File: config.mk
export PLATFORM = sky130hd
export DESIGN_NAME = panel_power_sequencer
export DESIGN_NICKNAME = d
export VERILOG_FILES = /design/src/rtl/psq_pkg.sv /design/src/rtl/psq_timebase.sv /design/src/rtl/psq_deadline.sv /design/src/rtl/psq_stage_ctrl.sv /design/src/rtl/psq_lines.sv /design/src/rtl/panel_power_sequencer.sv
export SDC_FILE = /design/constraint.sdc
export NUM_CORES = 1
export LEC_CHECK = 0
export BUFFER_PORTS_ARGS = -buffer_cell sky130_fd_sc_hd__buf_2
export CAP_MARGIN = 10
export CORE_UTILIZATION = 40
export DETAILED_ROUTE_END_ITERATION = 8
export SLEW_MARGIN = 20
export SYNTH_ARGS = -nofsm -noshare
export SYNTH_HDL_FRONTEND = slang
export SYNTH_HIERARCHICAL = 1
export SYNTH_SLANG_ARGS = --single-unit
File: constraint.sdc
create_clock -name clk -period 8.4 [get_ports clk]
set_input_delay 1.68 -clock clk [delete_from_list [all_inputs] [get_ports clk]]
set_output_delay 1.68 -clock clk [all_outputs]
set_load 0.1 [all_outputs]
File: src/rtl/psq_pkg.sv
package psq_pkg;

    localparam int NUM_LINES = 5;
    localparam int NUM_WAITS = 4;

    typedef enum logic [2:0] {
        ST_START  = 3'd0,
        ST_PANEL  = 3'd1,
        ST_LVDS   = 3'd2,
        ST_BLVDD  = 3'd3,
        ST_PWM    = 3'd4,
        ST_BLEN   = 3'd5,
        ST_DONE   = 3'd6
    } psq_stage_e;

    typedef struct packed {
        logic       fire;
        psq_stage_e stage;
    } psq_step_t;

    function automatic psq_stage_e stage_next(psq_stage_e s);
        return psq_stage_e'(3'(s) + 3'd1);
    endfunction

    // stages 1..4 arm a wait when left; the others arm none
    function automatic logic stage_arms_wait(psq_stage_e s);
        return (s >= ST_PANEL) && (s <= ST_PWM);
    endfunction

    function automatic logic [1:0] wait_slot(psq_stage_e s);
        return 2'(3'(s) - 3'd1);
    endfunction

endpackage

File: src/rtl/psq_timebase.sv
module psq_timebase #(
    parameter int TIME_W = 32
) (
    input  logic              clk,
    input  logic              rst,
    input  logic              tick_us,
    output logic [TIME_W-1:0] now
);

    always_ff @(posedge clk) begin
        if (rst) begin
            now <= '0;
        end else if (tick_us) begin
            now <= now + 1'b1;
        end
    end

    AST_IDLE_NO_COUNT: assert property (@(posedge clk) disable iff (rst)
        !tick_us |=> $stable(now));

endmodule

File: src/rtl/psq_deadline.sv
module psq_deadline
    import psq_pkg::*;
#(
    parameter int TIME_W    = 32,
    parameter int MS_W      = 8,
    parameter int US_PER_MS = 1000
) (
    input  logic                        clk,
    input  logic                        rst,
    input  logic [TIME_W-1:0]           now,
    input  psq_step_t                   step,
    input  logic [NUM_WAITS*MS_W-1:0]   delay_ms,
    output logic                        due
);

    localparam logic [TIME_W-1:0] US_SCALE = TIME_W'(US_PER_MS);

    logic [MS_W-1:0]   sel_ms;
    logic [TIME_W-1:0] span;
    logic [TIME_W-1:0] deadline_q;
    logic [TIME_W-1:0] gap;

    always_comb begin
        sel_ms = delay_ms[int'(wait_slot(step.stage))*MS_W +: MS_W];
        span   = stage_arms_wait(step.stage) ? (TIME_W'(sel_ms) * US_SCALE) : '0;
    end

    always_ff @(posedge clk) begin
        if (rst) begin
            deadline_q <= '0;
        end else if (step.fire) begin
            deadline_q <= now + span;
        end
    end

    // signed distance past the deadline survives counter wrap
    assign gap = now - deadline_q;
    assign due = ~gap[TIME_W-1];

    AST_UNARMED_DUE_NEXT: assert property (@(posedge clk) disable iff (rst)
        (step.fire && !stage_arms_wait(step.stage)) |=> due);

endmodule

File: src/rtl/psq_stage_ctrl.sv
module psq_stage_ctrl
    import psq_pkg::*;
(
    input  logic      clk,
    input  logic      rst,
    input  logic      start,
    input  logic      run_mode,
    input  logic      poll,
    input  logic      due,
    output psq_step_t step
);

    psq_stage_e stage_q;
    logic       armed_q;
    logic       want;
    logic       fire;

    always_comb begin
        want = run_mode | poll;
        fire = armed_q && (stage_q != ST_DONE) && want &&
               ((stage_q == ST_START) || due);
    end

    always_ff @(posedge clk) begin
        if (rst) begin
            stage_q <= ST_START;
            armed_q <= 1'b0;
        end else begin
            if (start) begin
                armed_q <= 1'b1;
            end
            if (fire) begin
                stage_q <= stage_next(stage_q);
            end
        end
    end

    assign step.fire  = fire;
    assign step.stage = stage_q;

    AST_STAGE_STEP_ONE: assert property (@(posedge clk) disable iff (rst)
        (stage_q != $past(stage_q)) |-> (stage_q == stage_next($past(stage_q))));
    AST_STAGE_RANGE: assert property (@(posedge clk) disable iff (rst)
        stage_q <= ST_DONE);
    AST_POLL_HOLD: assert property (@(posedge clk) disable iff (rst)
        (!run_mode && !poll) |=> $stable(stage_q));
    AST_WAIT_HOLD: assert property (@(posedge clk) disable iff (rst)
        ((stage_q != ST_START) && !due) |=> $stable(stage_q));
    AST_DONE_STICKY: assert property (@(posedge clk) disable iff (rst)
        (stage_q == ST_DONE) |=> (stage_q == ST_DONE));

endmodule

File: src/rtl/psq_lines.sv
module psq_lines
    import psq_pkg::*;
(
    input  logic                 clk,
    input  logic                 rst,
    input  psq_step_t            step,
    input  logic [NUM_LINES-1:0] present,
    output logic [NUM_LINES-1:0] lines
);

    for (genvar i = 0; i < NUM_LINES; i++) begin : g_line
        always_ff @(posedge clk) begin
            if (rst) begin
                lines[i] <= 1'b0;
            end else if (step.fire && (3'(step.stage) == 3'(i + 1)) && present[i]) begin
                lines[i] <= 1'b1;
            end
        end

        AST_ABSENT_STAYS_LOW: assert property (@(posedge clk) disable iff (rst)
            $rose(lines[i]) |-> $past(present[i]));
        AST_LINE_HELD: assert property (@(posedge clk) disable iff (rst)
            lines[i] |=> lines[i]);
    end

endmodule

File: src/rtl/panel_power_sequencer.sv
module panel_power_sequencer
    import psq_pkg::*;
#(
    parameter int TIME_W    = 32,
    parameter int MS_W      = 8,
    parameter int US_PER_MS = 1000
) (
    input  logic                      clk,
    input  logic                      rst,
    input  logic                      start,
    input  logic                      run_mode,
    input  logic                      poll,
    input  logic                      tick_us,
    input  logic [NUM_WAITS*MS_W-1:0] delay_ms,
    input  logic [NUM_LINES-1:0]      present,
    output logic                      panel_vdd,
    output logic                      lvds_en,
    output logic                      bl_vdd,
    output logic                      pwm_en,
    output logic                      bl_en,
    output logic [2:0]                stage,
    output logic                      done
);

    logic [TIME_W-1:0]    now;
    logic                 due;
    psq_step_t            step;
    logic [NUM_LINES-1:0] lines;

    psq_timebase #(.TIME_W(TIME_W)) i_timebase (
        .clk     (clk),
        .rst     (rst),
        .tick_us (tick_us),
        .now     (now)
    );

    psq_deadline #(
        .TIME_W    (TIME_W),
        .MS_W      (MS_W),
        .US_PER_MS (US_PER_MS)
    ) i_deadline (
        .clk      (clk),
        .rst      (rst),
        .now      (now),
        .step     (step),
        .delay_ms (delay_ms),
        .due      (due)
    );

    psq_stage_ctrl i_ctrl (
        .clk      (clk),
        .rst      (rst),
        .start    (start),
        .run_mode (run_mode),
        .poll     (poll),
        .due      (due),
        .step     (step)
    );

    psq_lines i_lines (
        .clk     (clk),
        .rst     (rst),
        .step    (step),
        .present (present),
        .lines   (lines)
    );

    assign panel_vdd = lines[0];
    assign lvds_en   = lines[1];
    assign bl_vdd    = lines[2];
    assign pwm_en    = lines[3];
    assign bl_en     = lines[4];
    assign stage     = step.stage;
    assign done      = (step.stage == ST_DONE);

    for (genvar i = 0; i < NUM_LINES; i++) begin : g_chk
        AST_RISE_WITH_STAGE: assert property (@(posedge clk) disable iff (rst)
            $rose(lines[i]) |-> (stage == 3'(i + 2)));
    end

    AST_DONE_FREEZE: assert property (@(posedge clk) disable iff (rst)
        $past(done) |-> ($stable(lines) && done));
    AST_NO_START_NO_MOVE: assert property (@(posedge clk) disable iff (rst)
        ((stage == 3'd0) && !start) |=> (stage <= 3'd1));

endmodule

==> summary.txt, run 1 <==
Yosys
  • Sequential fraction of the synthesis area: 22.0%
  • Mapped Area: 6650 sq um
  • Post-synth cell types: 73
  • Main synth FF type: dfxtp_1
  • Synth Register Bits: 73
  • Syn. warnings: 6
  • Asr flop ratio synth: 0%
  • Post-synth EDFFs: 0
  • Syn Area/Cell: 8.60 sq um
  • Cell count after synthesis: between 700 and 800
  • Post-Syn Nets: around 930

Critical path
  • Required @ worst endpoint: between 8 and 9 ns
  • CP Max Fanout: 11
  • WS Path Type: in -> reg
  • Crit Reg-Reg Startpoint: i_ctrl/stage_q[1]
  • CP max stage cell: fa_1
  • Crit-path cells: buf_2 > mux4_2 > fa_1 > xor2_1 > ha_1 > fa_1 > inv_1 > fa_1 > inv_1 > ha_1 > o21ai_0 > a21boi_0 > o21ai_0 > a21oi_1 > xnor2_1 > nor2_1 > ha_1 > nand2_1 > nor2_8 > o211ai_2 > and2_4 > or4_1 > a311oi_1
  • RR Endpoint: i_deadline/deadline_q[26]
  • Critical path's largest stage delay: roughly 0.63 ns
  • CP Launch Type: input pin
  • Arrival time worst endpoint: 7.61 ns
  • Crit. End Element: register
  • Flop2flop setup slack: 1.31 ns
  • Reg2Reg Depth: 24

Floorplanning
  • Chip Width: 131 um
  • Die Height: around 130 um
  • IO Count: 52
  • Effective utilization at floorplan: 41.4%
  • Area of the die: 17100 sq um
  • Core ar.: 16100 sq um
  • Std cell rows: 46

STA
  • RSZ-0062 raised after global routing: no
  • Tmin final: 7.38 ns
  • Fmax: 135 MHz
  • Hold_ws: 0.458 ns
  • Final worst slack: 1.02 ns
  • Worst rel slew slack: 50.3%
  • Final setup viols: 0
  • Worst slew pin tran: 0.745 ns
  • Clock Skew: 0.00769 ns
  • Final Cycle Share: 87.9%
  • Setup tns final: 0 ns
  • Max Slew Vio Count: 0
  • Final hold violations: 0

Clock tree
  • Hold Buf Count CTS: 0
  • CTS clk-pin slew, worst paths: 0.05 ns
  • Clock Path Buffers: 2
  • CTS Buf Count: 9
  • Resized Gates After CTS: 0
  • Post-CTS Setup Repair Bufs: 0
  • CTS H-Tree Depth: 3
  • # clock sinks: 73
  • CTS tree: done
  • Clock Root Buffer: clkbuf_16
  • Clock latency on the worst-skew pair: 0.34 ns

Cells and area
  • Nets@finish: 964
  • Fraction of layout cells with a size suffix above 1: 12.8%
  • Area growth syn-to-layout: 11.3%
  • Fin cells: 1031
  • Commonest cells after routing, fill and taps aside: 91 x inv_1, 89 x ha_1, 74 x nor2_1
  • N_diodes: 0
  • Filler cell count: around 1600
  • Commonest non-fill, non-tap cell in the layout: inv_1

Global routing
  • First-pass GRT wire length: 24300 um
  • Largest net degree at the start of global routing: 71
  • Antenna violations before repair: 0
  • GRT overflow: 0
  • Number of global-route vias before repair: 4997
  • GRT Util Overall: 18.1%

Status
  • Outcome: complete, no violations

Min path
  • Hold Startpoint: i_lines/lines[1]
  • HP Class: reg -> reg
  • Min-Delay Path Depth: 2
  • Worst Hold End: i_lines/lines[1]

Pwr
  • Peak supply drop: 0.000304 V
  • Total design power: 0.00298 W
  • Power per cell area: about 400 nW/um^2
  • P_leak: 3.27 nW

Drt
  • DRC: 0
  • DRT Pass-1 Iters: 4
  • Final wirelength: 14400 um
  • Avg Vias per Cell: just over 5
  • Initial drt markers: 276
  • Via count: 5309
  • Wire length per cell: 14.0 um
  • Antenna viol nets, final: 0

Job
  • Max_cap viols: 0

Place
  • Port bufs: 51
  • Gpl congestion: 0.948
  • Hpwl dp: between 10000 and 15000 um
  • Post-Place Cells: roughly 1000
  • Pre-CTS setup slack: 0.668 ns
worst max-delay path, delay by kind of cell:
kind | cells | cell delay, ns
XOR/XNOR | 2 | 0.30
AO/OA/AOI/OAI | 6 | 1.22
buffers and inverters | 3 | 0.19
AND/OR/NAND/NOR | 5 | 1.10
multiplexers | 1 | 0.57
adder cells (fa/ha/maj) | 6 | 2.55
metrics by stage:
stage               utilization [%]  cell area, sq um
floorplan                         -              6650
global placement               44.0              7060
detailed placement             44.0              7060
CTS                            46.1              7400
global route                   46.1              7400
finish                         46.1              7400
final cells by class:
type | count | area, sq um | share of cell area, %
Timing Repair Buffer | 55 | 285 | 3.86
Clock inverter | 5 | 104 | 1.40
Multi-Input combinational cell | 580 | 4700 | 63.6
Clock buffer | 11 | 233 | 3.15
Sequential cell | 73 | 1460 | 19.7
Inverter | 91 | 342 | 4.62
Tap cell | 216 | 270 | 3.65
cell usage after synthesis, types with 10 or more instances:
library cell,instances,share of area (%)
xnor2_1,18,2.4
xor2_1,23,3.0
dfxtp_1,73,22
nand2_1,38,2.1
ha_1,89,17
and3_1,10,0.94
nand3_1,15,1.1
nor3_1,22,1.7
nand4_1,18,1.7
a21o_1,15,1.7
nor2b_1,17,1.6
nor2_1,74,4.2
fa_1,22,6.6
nand2b_1,10,0.94
a21oi_1,43,3.2
clkbuf_1,17,0.96
mux2i_1,14,2.1
o21ai_0,19,1.4
inv_1,91,5.1
worst max path at each step:
stage	from	end	slack [ns]
after floorplan	i_ctrl/stage_q[0]	i_deadline/deadline_q[28]	0.61
after global placement	delay_ms[2]	i_deadline/deadline_q[29]	0.80
after detailed placement	delay_ms[2]	i_deadline/deadline_q[29]	0.67
after CTS	delay_ms[2]	i_deadline/deadline_q[26]	1.00
after global routing	delay_ms[2]	i_deadline/deadline_q[31]	0.56
final	delay_ms[2]	i_deadline/deadline_q[26]	1.02
routing by layer:
| metal | GRT usage (%) | share of wire [%] | vias to the layer above |
|---|---|---|---|
| met5 | 0 | 0 | - |
| met4 | 6.96 | 2.5 | 0 |
| met3 | 2.93 | 1.9 | 17 |
| met2 | 29.1 | 46 | 58 |
| met1 | 24.4 | 49 | 2442 |
| li1 | - | - | 2792 |
cell families (layout without fill, tap and decap cells):
kind of cell	count (synthesis)	count (layout)	synth area share, %
compound gates	140	140	14.4
xor+xnor	41	41	5.40
fa+ha+maj	111	111	23.4
buf+inv	120	162	7.26
flops	73	73	22.0
mux	35	35	7.24
simple gates	253	253	20.4
power breakdown:
| part | switching [W] | internal [W] | leakage (nW) |
|---|---|---|---|
| clock network | 0.000150 | 0.000290 | 0.164 |
| logic | 0.00125 | 0.000893 | 2.51 |
| registers | 0.0000153 | 0.000377 | 0.591 |
registers in the layout, indices dropped and copies added (netlist names):
signal                 flops
i_ctrl/armed_q             1
i_deadline/deadline_q     32
i_lines/lines              5
i_ctrl/stage_q             3
i_timebase/now            32
No activity file was read; power rests on OpenSTA's default activity.
==> run 2: changes to the inputs <==
- ABC_AREA: not set -> 1
==> run 2 against run 1 <==
Via count up 36%. Area after synthesis up 14%. Clock-buffer cell count down 1. Critical endpoint unchanged.
==> summary.txt, run 2 <==
Yosys
  • Post-Syn Nets: 1339
  • Asr flop ratio synth: 0%
  • Sequential fraction of the synthesis area: 19.2%
  • Post-synth cell types: 44
  • Syn Area/Cell: 6.42 sq um
  • Synth area leaders: dfxtp_1 19%, ha_1 15%, nand2_1 14%
  • Post-synth EDFFs: 0
  • Cell count after synthesis: 1185
  • Synth area leader: dfxtp_1
  • Most frequent cell after synthesis: nand2_1
  • Syn. warnings: 6
  • Synth Register Bits: 73
  • Mapped Area: 7600 sq um
  • Top cells by count, synth: 278 x nand2_1, 222 x inv_1, 123 x nor2_1
  • Post-synth top area share: 19.2%
  • Main synth FF type: dfxtp_1

Drt
  • DRT Pass-1 Iters: 5
  • Avg Vias per Cell: between 4 and 5
  • DRC: 0
  • Final wirelength: 19400 um
  • Antenna viol nets, final: 0
  • Via count: approximately 7200
  • Initial drt markers: 368
  • Wire length per cell: 13.2 um

Floorplanning
  • Effective utilization at floorplan: 40.8%
  • Std cell rows: 50
  • Chip Width: ~140 um
  • Die Height: 140 um
  • IO Count: 52
  • Area of the die: about 20000 sq um
  • Core ar.: about 19000 sq um

Global routing
  • Number of global-route vias before repair: 6850
  • GRT Util Overall: 20.9%
  • GRT overflow: 0
  • Largest net degree at the start of global routing: 50
  • Antenna violations before repair: 0
  • First-pass GRT wire length: 32700 um

Cells and area
  • Fraction of layout cells with a size suffix above 1: a little under an eighth
  • Largest registers: i_deadline/deadline_q: 32 flops, i_timebase/now: 32 flops, i_lines/lines: 5 flops
  • Commonest non-fill, non-tap cell in the layout: nand2_1
  • Design Area, Final: 8400 sq um
  • Area growth syn-to-layout: 10.5%
  • N_diodes: 0
  • Nets@finish: 1389
  • Commonest cells after routing, fill and taps aside: 278 x nand2_1, 222 x inv_1, 123 x nor2_1

Critical path
  • CP most frequent cell: nand2_1
  • Critical path's largest stage delay: 0.69 ns
  • CP Max Fanout: 6
  • CP Launch Type: input pin
  • CP max stage cell: a32oi_1
  • Arrival time worst endpoint: 7.47 ns
  • Crit. End Element: register
  • Required @ worst endpoint: 8.65 ns
  • WS Path Type: in -> reg

Place
  • Port bufs: a little over 50
  • Gpl congestion: 0.945
  • Hpwl dp: around 15000 um
  • Placed Instance Area: 8110 sq um

STA
  • Worst slew pin tran: roughly 0.99 ns
  • Clock Skew: 0.00870 ns
  • Final hold violations: 0
  • Tmin final: between 7 and 8 ns
  • Max Slew Vio Count: 0
  • Setup tns final: 0 ns
  • Final setup viols: 0
  • Final Cycle Share: 86.0%
  • Fmax: 138 MHz
  • RSZ-0062 raised after global routing: no
  • Worst rel slew slack: about a third

Clock tree
  • Clock Root Buffer: clkbuf_16
  • CTS clk-pin slew, worst paths: 0.06 ns
  • CTS Buf Count: 9
  • CTS H-Tree Depth: 3
  • CTS tree: done
  • # clock sinks: 73
  • Clock Path Buffers: 2
  • Resized Gates After CTS: 0
  • Clock latency on the worst-skew pair: between 0.3 and 0.4 ns
  • Hold Buf Count CTS: 0
  • Post-CTS Setup Repair Bufs: 0

Job
  • Max_cap viols: 0

Status
  • Outcome: complete, no violations

Min path
  • HP Class: reg -> reg
==> run 2: changes by cell type after synthesis, sizes merged, moves of 15 or more <==
cell,before,now
a21oi,44,98
inv,91,231
nand2,38,297
nand3,15,86
nor2,75,153
nor2b,17,0
nor3,22,7
o21ai,21,44
==> run 2: layout make-up <==
class | instances | area (sq um)
Sequential cell | 73 | 1460
Timing Repair Buffer | 57 | 300
Clock buffer | 10 | 239
Fill cell | 1961 | 10200
Multi-Input combinational cell | 862 | 5180
Clock inverter | 4 | 53.8
Inverter | 232 | 873
Tap cell | 234 | 293
==> run 2: routing by layer <==
| layer | share of wire (%) | track usage, % | vias to the layer above | wire length (um) |
|---|---|---|---|---|
| met1 | 49 | 27.8 | 3223 | 9600 |
| met4 | 1.2 | 4.86 | 0 | 229 |
| met3 | 4.9 | 3.27 | 16 | 950 |
| li1 | - | - | 3850 | - |
| met5 | 0 | 0 | - | 0 |
| met2 | 45 | 35.4 | 154 | 8640 |
==> run 2: per-stage QoR <==
stage | setup WS, ns | util [%] | hold slack, ns | instances
after floorplan | 1.22 | - | 0.443 | 1185
after global placement | 0.977 | 43.5 | 0.439 | 1458
after detailed placement | 0.871 | 43.5 | 0.438 | 1458
after CTS | 1.21 | 45.1 | 0.448 | 1472
after global routing | 0.779 | 45.1 | 0.458 | 1472
final | 1.18 | 45.1 | 0.445 | 1472
==> run 2: worst paths after layout <==
kind	start	end	slack, ns	depth (start not counted)
min	i_lines/lines[3]	i_lines/lines[3]	0.44	2
max	delay_ms[18]	i_deadline/deadline_q[26]	1.18	29
min reg2reg	i_lines/lines[3]	i_lines/lines[3]	0.44	2
max reg2reg	i_ctrl/stage_q[1]	i_deadline/deadline_q[26]	1.39	32
==> run 2: logic make-up (layout without fill, tap and decap cells) <==
family / Yosys count / after routing / share of synthesized area [%]
xor+xnor: 22 / 22 / 2.53
flops: 73 / 73 / 19.2
fa+ha+maj: 111 / 111 / 20.4
buf+inv: 250 / 303 / 12.6
simple gates: 561 / 561 / 33.0
compound gates: 168 / 168 / 12.2
==> run 2: worst max-delay path, delay by kind of cell <==
family / cells / cell delay [ns]
xor+xnor: 1 / 0.18
compound gates: 8 / 2.09
simple gates: 10 / 0.85
buf+inv: 4 / 0.27
fa+ha+maj: 6 / 2.40
Power of run 2 is not shown: default switching activity piles up to over one toggle a cycle in this logic, so the estimate is an artifact.
